==> src/rtl/hbridge_cmd_decoder.sv <==
module hbridge_cmd_decoder #(
  parameter int BRIDGES     = 2,
  parameter int DEAD_CYCLES = 4
) (
  input  logic                 clk,
  input  logic                 rst_n,
  input  logic                 mode,
  input  logic [BRIDGES-1:0]   cmd1,
  input  logic [BRIDGES-1:0]   cmd2,
  input  logic [BRIDGES-1:0]   fault,
  output logic [2*BRIDGES-1:0] hi_en,
  output logic [2*BRIDGES-1:0] lo_en
);

  localparam int HALVES = 2 * BRIDGES;
  localparam int SW     = 2 * BRIDGES + 1;
  localparam int GW     = $clog2(DEAD_CYCLES + 1);

  logic [SW-1:0] sync1, sync2;

  always_ff @(posedge clk or negedge rst_n) begin
    if (!rst_n) begin
      sync1 <= '0;
      sync2 <= '0;
    end else begin
      sync1 <= {mode, cmd2, cmd1};
      sync2 <= sync1;
    end
  end

  logic                 m_s;
  logic [BRIDGES-1:0]   c1_s, c2_s;
  logic [HALVES-1:0]    want_hi, want_lo;

  assign c1_s = sync2[BRIDGES-1:0];
  assign c2_s = sync2[2*BRIDGES-1:BRIDGES];
  assign m_s  = sync2[SW-1];

  for (genvar b = 0; b < BRIDGES; b++) begin : g_dec
    wire en = ~fault[b];
    wire i1 = c1_s[b];
    wire i2 = c2_s[b];
    assign want_hi[2*b]   = en & (m_s ? (i2 & ~i1)  : (i1 & ~i2));
    assign want_lo[2*b]   = en & (m_s ? (~i2 | i1)  : i2);
    assign want_hi[2*b+1] = en & (m_s ? (i2 & i1)   : (i2 & ~i1));
    assign want_lo[2*b+1] = en & (m_s ? (~i2 | ~i1) : i1);

    a_r5_fault_off: assert property (@(posedge clk) disable iff (!rst_n)
      fault[b] |=> (!hi_en[2*b] && !lo_en[2*b] && !hi_en[2*b+1] && !lo_en[2*b+1]));
  end

  for (genvar h = 0; h < HALVES; h++) begin : g_half
    logic          hi_q, lo_q;
    logic [GW-1:0] gap;
    logic          drop;

    assign drop = (hi_q && !want_hi[h]) || (lo_q && !want_lo[h]);

    always_ff @(posedge clk or negedge rst_n) begin
      if (!rst_n) begin
        hi_q <= 1'b0;
        lo_q <= 1'b0;
        gap  <= GW'(DEAD_CYCLES);
      end else if (drop) begin
        hi_q <= 1'b0;
        lo_q <= 1'b0;
        gap  <= GW'(1);
      end else if (!hi_q && !lo_q) begin
        if (gap >= GW'(DEAD_CYCLES)) begin
          hi_q <= want_hi[h];
          lo_q <= want_lo[h];
        end else begin
          gap <= gap + GW'(1);
        end
      end
    end

    assign hi_en[h] = hi_q;
    assign lo_en[h] = lo_q;

    logic [GW-1:0] off_run;
    always_ff @(posedge clk or negedge rst_n) begin
      if (!rst_n)
        off_run <= GW'(DEAD_CYCLES);
      else if (hi_en[h] || lo_en[h])
        off_run <= '0;
      else if (off_run < GW'(DEAD_CYCLES))
        off_run <= off_run + GW'(1);
    end

    a_r7_no_overlap: assert property (@(posedge clk) disable iff (!rst_n)
      !(hi_en[h] && lo_en[h]));

    a_r8_dead_gap: assert property (@(posedge clk) disable iff (!rst_n)
      ($rose(hi_en[h]) || $rose(lo_en[h])) |-> (off_run >= GW'(DEAD_CYCLES)));
  end

  always @(posedge clk) begin
    if (!rst_n) a_r6_sleep_off: assert (hi_en == '0 && lo_en == '0);
  end

endmodule

==> config.mk <==
export PLATFORM = sky130hd
export DESIGN_NAME = hbridge_cmd_decoder
export DESIGN_NICKNAME = d
export VERILOG_FILES = /design/src/rtl/hbridge_cmd_decoder.sv
export SDC_FILE = /design/constraint.sdc
export NUM_CORES = 1
export LEC_CHECK = 0
export CELL_PAD_IN_SITES_DETAIL_PLACEMENT = 0
export CELL_PAD_IN_SITES_GLOBAL_PLACEMENT = 1
export CORE_UTILIZATION = 43
export CTS_CLUSTER_DIAMETER = 150
export DETAILED_ROUTE_END_ITERATION = 7
export GPL_TIMING_DRIVEN = 0
export HOLD_SLACK_MARGIN = 0.03
export PLACE_DENSITY_LB_ADDON = 0.05
export RECOVER_POWER = 25
export REMOVE_ABC_BUFFERS = 1
export SKIP_LAST_GASP = 1
export SYNTH_ARGS = -nofsm -noshare
export SYNTH_HDL_FRONTEND = slang
export SYNTH_SLANG_ARGS = --single-unit
==> constraint.sdc <==
create_clock -name clk -period 1.8 [get_ports clk]
set_input_delay 0.27 -clock clk [delete_from_list [all_inputs] [get_ports clk]]
set_output_delay 0.27 -clock clk [all_outputs]
set_load 0.01 [all_outputs]
# Word level (Yosys, flattened, before mapping)
# Cells that the tools add are included.
# totals
regBits	30
input_bits	9
word_cells	142
# op_classes
add_sub_neg	4
order_cmp	4
n_eq_ne	4
mux	44
bitwise	24
n_reduce_logical	48
# ops
op	n
$mux W3	12
$mux W1	32
$logic_not A1 Y1	16
$reduce_and A2 Y1	8
$reduce_bool A2 Y1	8
$and A1 B1 Y1	14
$add A3 B1 Y3 const B	4
$ge A3 B3 Y1 const B	4
$logic_and A1 B1 Y1	12
$ne A2 B2 Y1 const B	4
$not A1 Y1	6
$logic_or A1 B1 Y1	4
$or A1 B1 Y1	4

# Depth between registers and ports, before layout
# depth
ltp_word	9
mapped_depth	6
depth_no_buf	5

# Worst setup path before layout
# No wires, ideal clock.
# synth_timing
kind	reg2reg
from	register sync2[0]
to	register g_half[0].gap[0]
setup_ps	124
arrival_time_ps	1447
slack_ps	229
path_stages_with_launch	6
n_path_buf	1
path_cell_list	dfrtp_1 buf_6 nor2b_4 mux2_4 a211o_1 o31a_1
# synth_between
elab_chain_len	9
word_cells_on_any_way	17
cone_classes	eq/ne (1); mux (3); bitwise (6); reduce/logical (7)
# synth_lines
item	line	text
from (decl)	19	logic [SW-1:0] sync1, sync2;
from (signal assigned)	27	sync2 <= sync1;
$not A1 Y1	43	assign want_hi[2*b] = en & (m_s ? (i2 & ~i1) : (i1 & ~i2));
$and A1 B1 Y1	43	
$mux W1	43	
$and A1 B1 Y1	43	
$logic_not A1 Y1	57	assign drop = (hi_q && !want_hi[h]) || (lo_q && !want_lo[h]);
$logic_and A1 B1 Y1	57	
$logic_or A1 B1 Y1 (*)	57	
$ne A2 B2 Y1 (no source line) / $reduce_bool A2 Y1 (equally long branches)	n/a	
$reduce_and A2 Y1 (no source line)	n/a	
to (signal assigned)	63	gap <= GW'(DEAD_CYCLES);
to (signal assigned)	73	gap <= gap + GW'(1);
to (decl)	54	logic [GW-1:0] gap;
# Every way passes the cells marked *; elsewhere a longest branch is shown, timed or not.
# A chain may end at the register's enable or synchronous reset.

# Final worst setup path
# layout_timing
from	register sync2[2]
to	register g_half[0].gap[0]
# layout_between
elab_chain_len	9
word_cells_on_any_way	17
cone_classes	eq/ne (1); mux (3); bitwise (6); reduce/logical (7)
# layout_lines
item	line
$not A1 Y1	43, 44
$and A1 B1 Y1 / $or A1 B1 Y1 (equally long branches)	43, 44
$mux W1, on equally long branches	43, 44
$and A1 B1 Y1, on equally long branches	43, 44
$logic_not A1 Y1	57
$logic_and A1 B1 Y1	57
$logic_or A1 B1 Y1 (*)	57
$ne A2 B2 Y1 (no source line) / $reduce_bool A2 Y1 (equally long branches)	n/a
$reduce_and A2 Y1 (no source line)	n/a
# Marked as above.

==> impl_summary.md <==
Synth
The count of yosys warnings during synthesis is 0. The commonest cells after synthesis are 26 x sky130_fd_sc_hd__dfrtp_1, 16 x sky130_fd_sc_hd__inv_1, 16 x sky130_fd_sc_hd__nor2_1, 12 x sky130_fd_sc_hd__o21ai_0. The most common flop cell mapped by yosys is sky130_fd_sc_hd__dfrtp_1.

A synthesized cell averages 10.25 µm². In the post-synthesis netlist, the biggest area contributors are sky130_fd_sc_hd__dfrtp_1 42%, sky130_fd_sc_hd__dfstp_2 6.8%, sky130_fd_sc_hd__ha_1 6.5%. The fraction of post-synthesis cell area in the top cell type by area is 0.4204.

The most frequent cell after synthesis is sky130_fd_sc_hd__dfrtp_1. The register area share after synthesis is 0.4883. The post-synthesis sequential element count is 30. Counting flops with a built-in enable in the synthesized netlist gives 0. The number of cells produced by synthesis is 151. The synthesized netlist occupies a cell area of 1548 µm². The number of distinct library cells after synthesis is 40. sky130_fd_sc_hd__dfrtp_1 takes more of the synthesized area than any other cell. The async set or reset register ratio after synthesis is 1.000.

Power
Overall power consumption after layout is estimated at 2194 µW. The leakage power is 0.0007935 µW. VDD sags by at most 0.0005303 V.

The total power density per cell area is 1257 nW/µm².

Worst setup path
The critical path in this run is classified as flip-flop to flip-flop. The largest individual stage delay along the critical path comes from the cell sky130_fd_sc_hd__dfrtp_1. The delay of the slowest cell on the worst path is 0.48 ns. Data on the critical path is required at its endpoint by 2.02 ns. Traced cell by cell, the critical path runs through nor2b_4 -> mux2_4 -> a211o_1 -> o31a_1. The data arrival time of the critical path is 1.94 ns. Of all nets on the critical path, the largest fanout is 8.

The critical path endpoint category is a flip-flop. STA classifies the critical path startpoint as a flip-flop.

CTS
The root buffer selected by CTS is sky130_fd_sc_hd__clkbuf_4. The count of hold buffers inserted by post-cts repair is 0. The post-CTS setup buffer count is 0. The clock tree synthesis step divided the H-tree into 2 levels.

Clock-pin slew was measured on the worst setup and hold paths at 0.09 ns. Gates resized during post-CTS repair numbered 0. The CTS tree is yes. The clock drives 30 sinks.

The insertion delay of the later-clocked pin in the worst-skew pair is 0.32 ns. The number of buffers inserted during clock tree synthesis is 5. Counting along the longest clock path gives a buffer depth of 2.

STA
The shortest period the worst path allows is 1.723 ns. The transition time of the tightest slew-check pin is 0.7362 ns. The worst max-slew margin expressed relative to the limit is 0.5092. The smallest setup slack after layout is 0.07731 ns. Setup repair after global routing left no endpoint under its margin.

The clock skew after layout is 0.008737 ns. Across all hold checks on the routed design, the worst slack comes to 0.3549 ns. The number of pins with negative max-slew slack in the final report is 0. Derived from the worst setup path, the maximum achievable clock frequency is 0.5805 GHz. The number of hold-slack violations in the final timing report is 0. The final cycle utilization of the critical path is 0.9570. The final-report setup violation count is 0.

Drt
After detailed routing, the number of remaining DRC violations is 0. Dividing the detail-routed wire length by the instance count gives 12.13 µm. The detailed-routing iteration count for the pre-antenna-repair pass is 4. The count of routing violations after the opening detailed-route iteration is 39. The count of nets left with antenna violations after detail routing is 0. The routed wire length is 2548 µm. In the routed layout, each cell is associated on average with a via count of 5.019. For this block, the via count after detailed routing is 1054.

Finish
The post-synthesis to final-layout area growth is 12.77%. The post-route non-filler standard cell count is 210. The fill cell total of the finished layout is 310. In the final layout, the share of cells above drive strength 1 is 0.1098.

At the end of the flow the core is filled with cells to 0.5150. The number of nets in the final layout is 180. The count of antenna diodes in the layout is 0.

Die
From bottom edge to top edge, the die measures 62.00 µm. The total I/O pin count is 17. From left edge to right edge, the die measures 62.00 µm. The number of cell rows is 21. The initial standard-cell utilization of the core is 0.4566. The floorplan step defined a die boundary enclosing 3843 µm². The area of the core is 3390 µm².

Place
Input and output buffers added on the ports amount to 16. The instance count after placement with tap cells included is 201. Once detailed placement completed, the half-perimeter wirelength came to 1770 µm.

The final weighted congestion in routability-driven placement is 0.6823. OpenSTA, run right after detailed placement, puts the worst setup slack at -0.06372 ns.

Worst hold path
The class of the most critical hold timing path is flip-flop to flip-flop.

Global routing
The global-route usage over all layers is 0.1572. The number of global-route vias before repair is 1026. After global routing the overflow that remains totals 0. The first global-routing pass estimated 4209 µm of wire.

The largest net degree at the start of global routing is 31. The number of antenna violations at the first check in global routing was 0.

Run
The tool flagged a number of max-cap violations equal to 0.

Outcome
The run finished with clean final reports.
==> kinds of logic after synthesis <==
logic type,after synthesis,share of synthesized area
AOI/OAI and AO/OA,38,0.1714
muxes,5,0.03718
buffers and inverters,28,0.09378
DFF,30,0.4883
xor gates and xnor gates,5,0.02830
and+or+nand+nor,37,0.1164
adders and majority gates,8,0.06468
==> per-layer routing <==
| metal | global-route usage | wire length [µm] | vias to the layer above |
|---|---|---|---|
| li1 | - | - | 536 |
| met1 | 0.1717 | 1197 | 497 |
| met2 | 0.2705 | 1226 | 16 |
| met3 | 0.05590 | 87 | 5 |
| met4 | 0.07619 | 37 | 0 |
| met5 | 0 | 0 | - |
==> stage by stage <==
| step | instance area [µm²] | setup TNS [ns] |
|---|---|---|
| after floorplan | 1463 | 0 |
| after global placement | 1680 | -1.201 |
| after detailed placement | 1680 | -1.619 |
| after CTS | 1740 | 0 |
| after global routing | 1745 | 0 |
| final | 1745 | 0 |
==> registers in the layout, indices dropped and copies added, names as in the netlist <==
| register | count |
|---|---|
| sync2 | 5 |
| g_half.lo_q | 4 |
| g_half.hi_q | 4 |
| g_half.gap | 12 |
| sync1 | 5 |
==> critical path: cells and delay by family (launching register included) <==
family,cells,cell delay [ns]
AOI/OAI and AO/OA,2,0.58
DFF,1,0.48
muxes,1,0.31
and+or+nand+nor,1,0.24
==> placed cells by master (no fill, tap or decap), types with 5 or more instances in the layout <==
cell,n
sky130_fd_sc_hd__nand2_1,7
sky130_fd_sc_hd__dfrtp_1,26
sky130_fd_sc_hd__inv_1,16
sky130_fd_sc_hd__clkdlybuf4s50_1,10
sky130_fd_sc_hd__ha_1,8
sky130_fd_sc_hd__o21ai_0,12
sky130_fd_sc_hd__nor2_1,16
sky130_fd_sc_hd__clkbuf_4,5
sky130_fd_sc_hd__dlygate4sd3_1,6
==> power by group <==
part / internal [µW] / switching [µW] / total, µW
Combinational: 366 / 336 / 702
Sequential: 880 / 198 / 1080
Clock: 189 / 225 / 414
Total: 1440 / 759 / 2190
==> final timing paths <==
path | startpoint | end | slack [ns] | cells after the start
max | sync2[2]$_DFF_PN0_ | g_half[0].gap[0]$_DFFE_PN0P_ | 0.08 | 4
min | sync1[3]$_DFF_PN0_ | sync2[3]$_DFF_PN0_ | 0.35 | 0
max reg2reg | sync2[2]$_DFF_PN0_ | g_half[0].gap[0]$_DFFE_PN0P_ | 0.08 | 4
min reg2reg | sync1[3]$_DFF_PN0_ | sync2[3]$_DFF_PN0_ | 0.35 | 0
max in group asynchronous | rst_n | g_half[2].hi_q$_DFFE_PN0P_ | 0.80 | 2
min in group asynchronous | rst_n | g_half[1].lo_q$_DFFE_PN0P_ | 0.53 | 2
==> layout make-up <==
class	instances	area (µm²)	area share
repair buffers	17	165.2	0.09462
multi-input cells	93	646.9	0.3706
clock inverters	1	5.005	0.002867
inverters	16	60.06	0.03441
clock buffers	7	55.05	0.03154
flip-flops and latches	30	755.7	0.4330
well taps	46	57.56	0.03297
(Power assumes the default switching activity.)
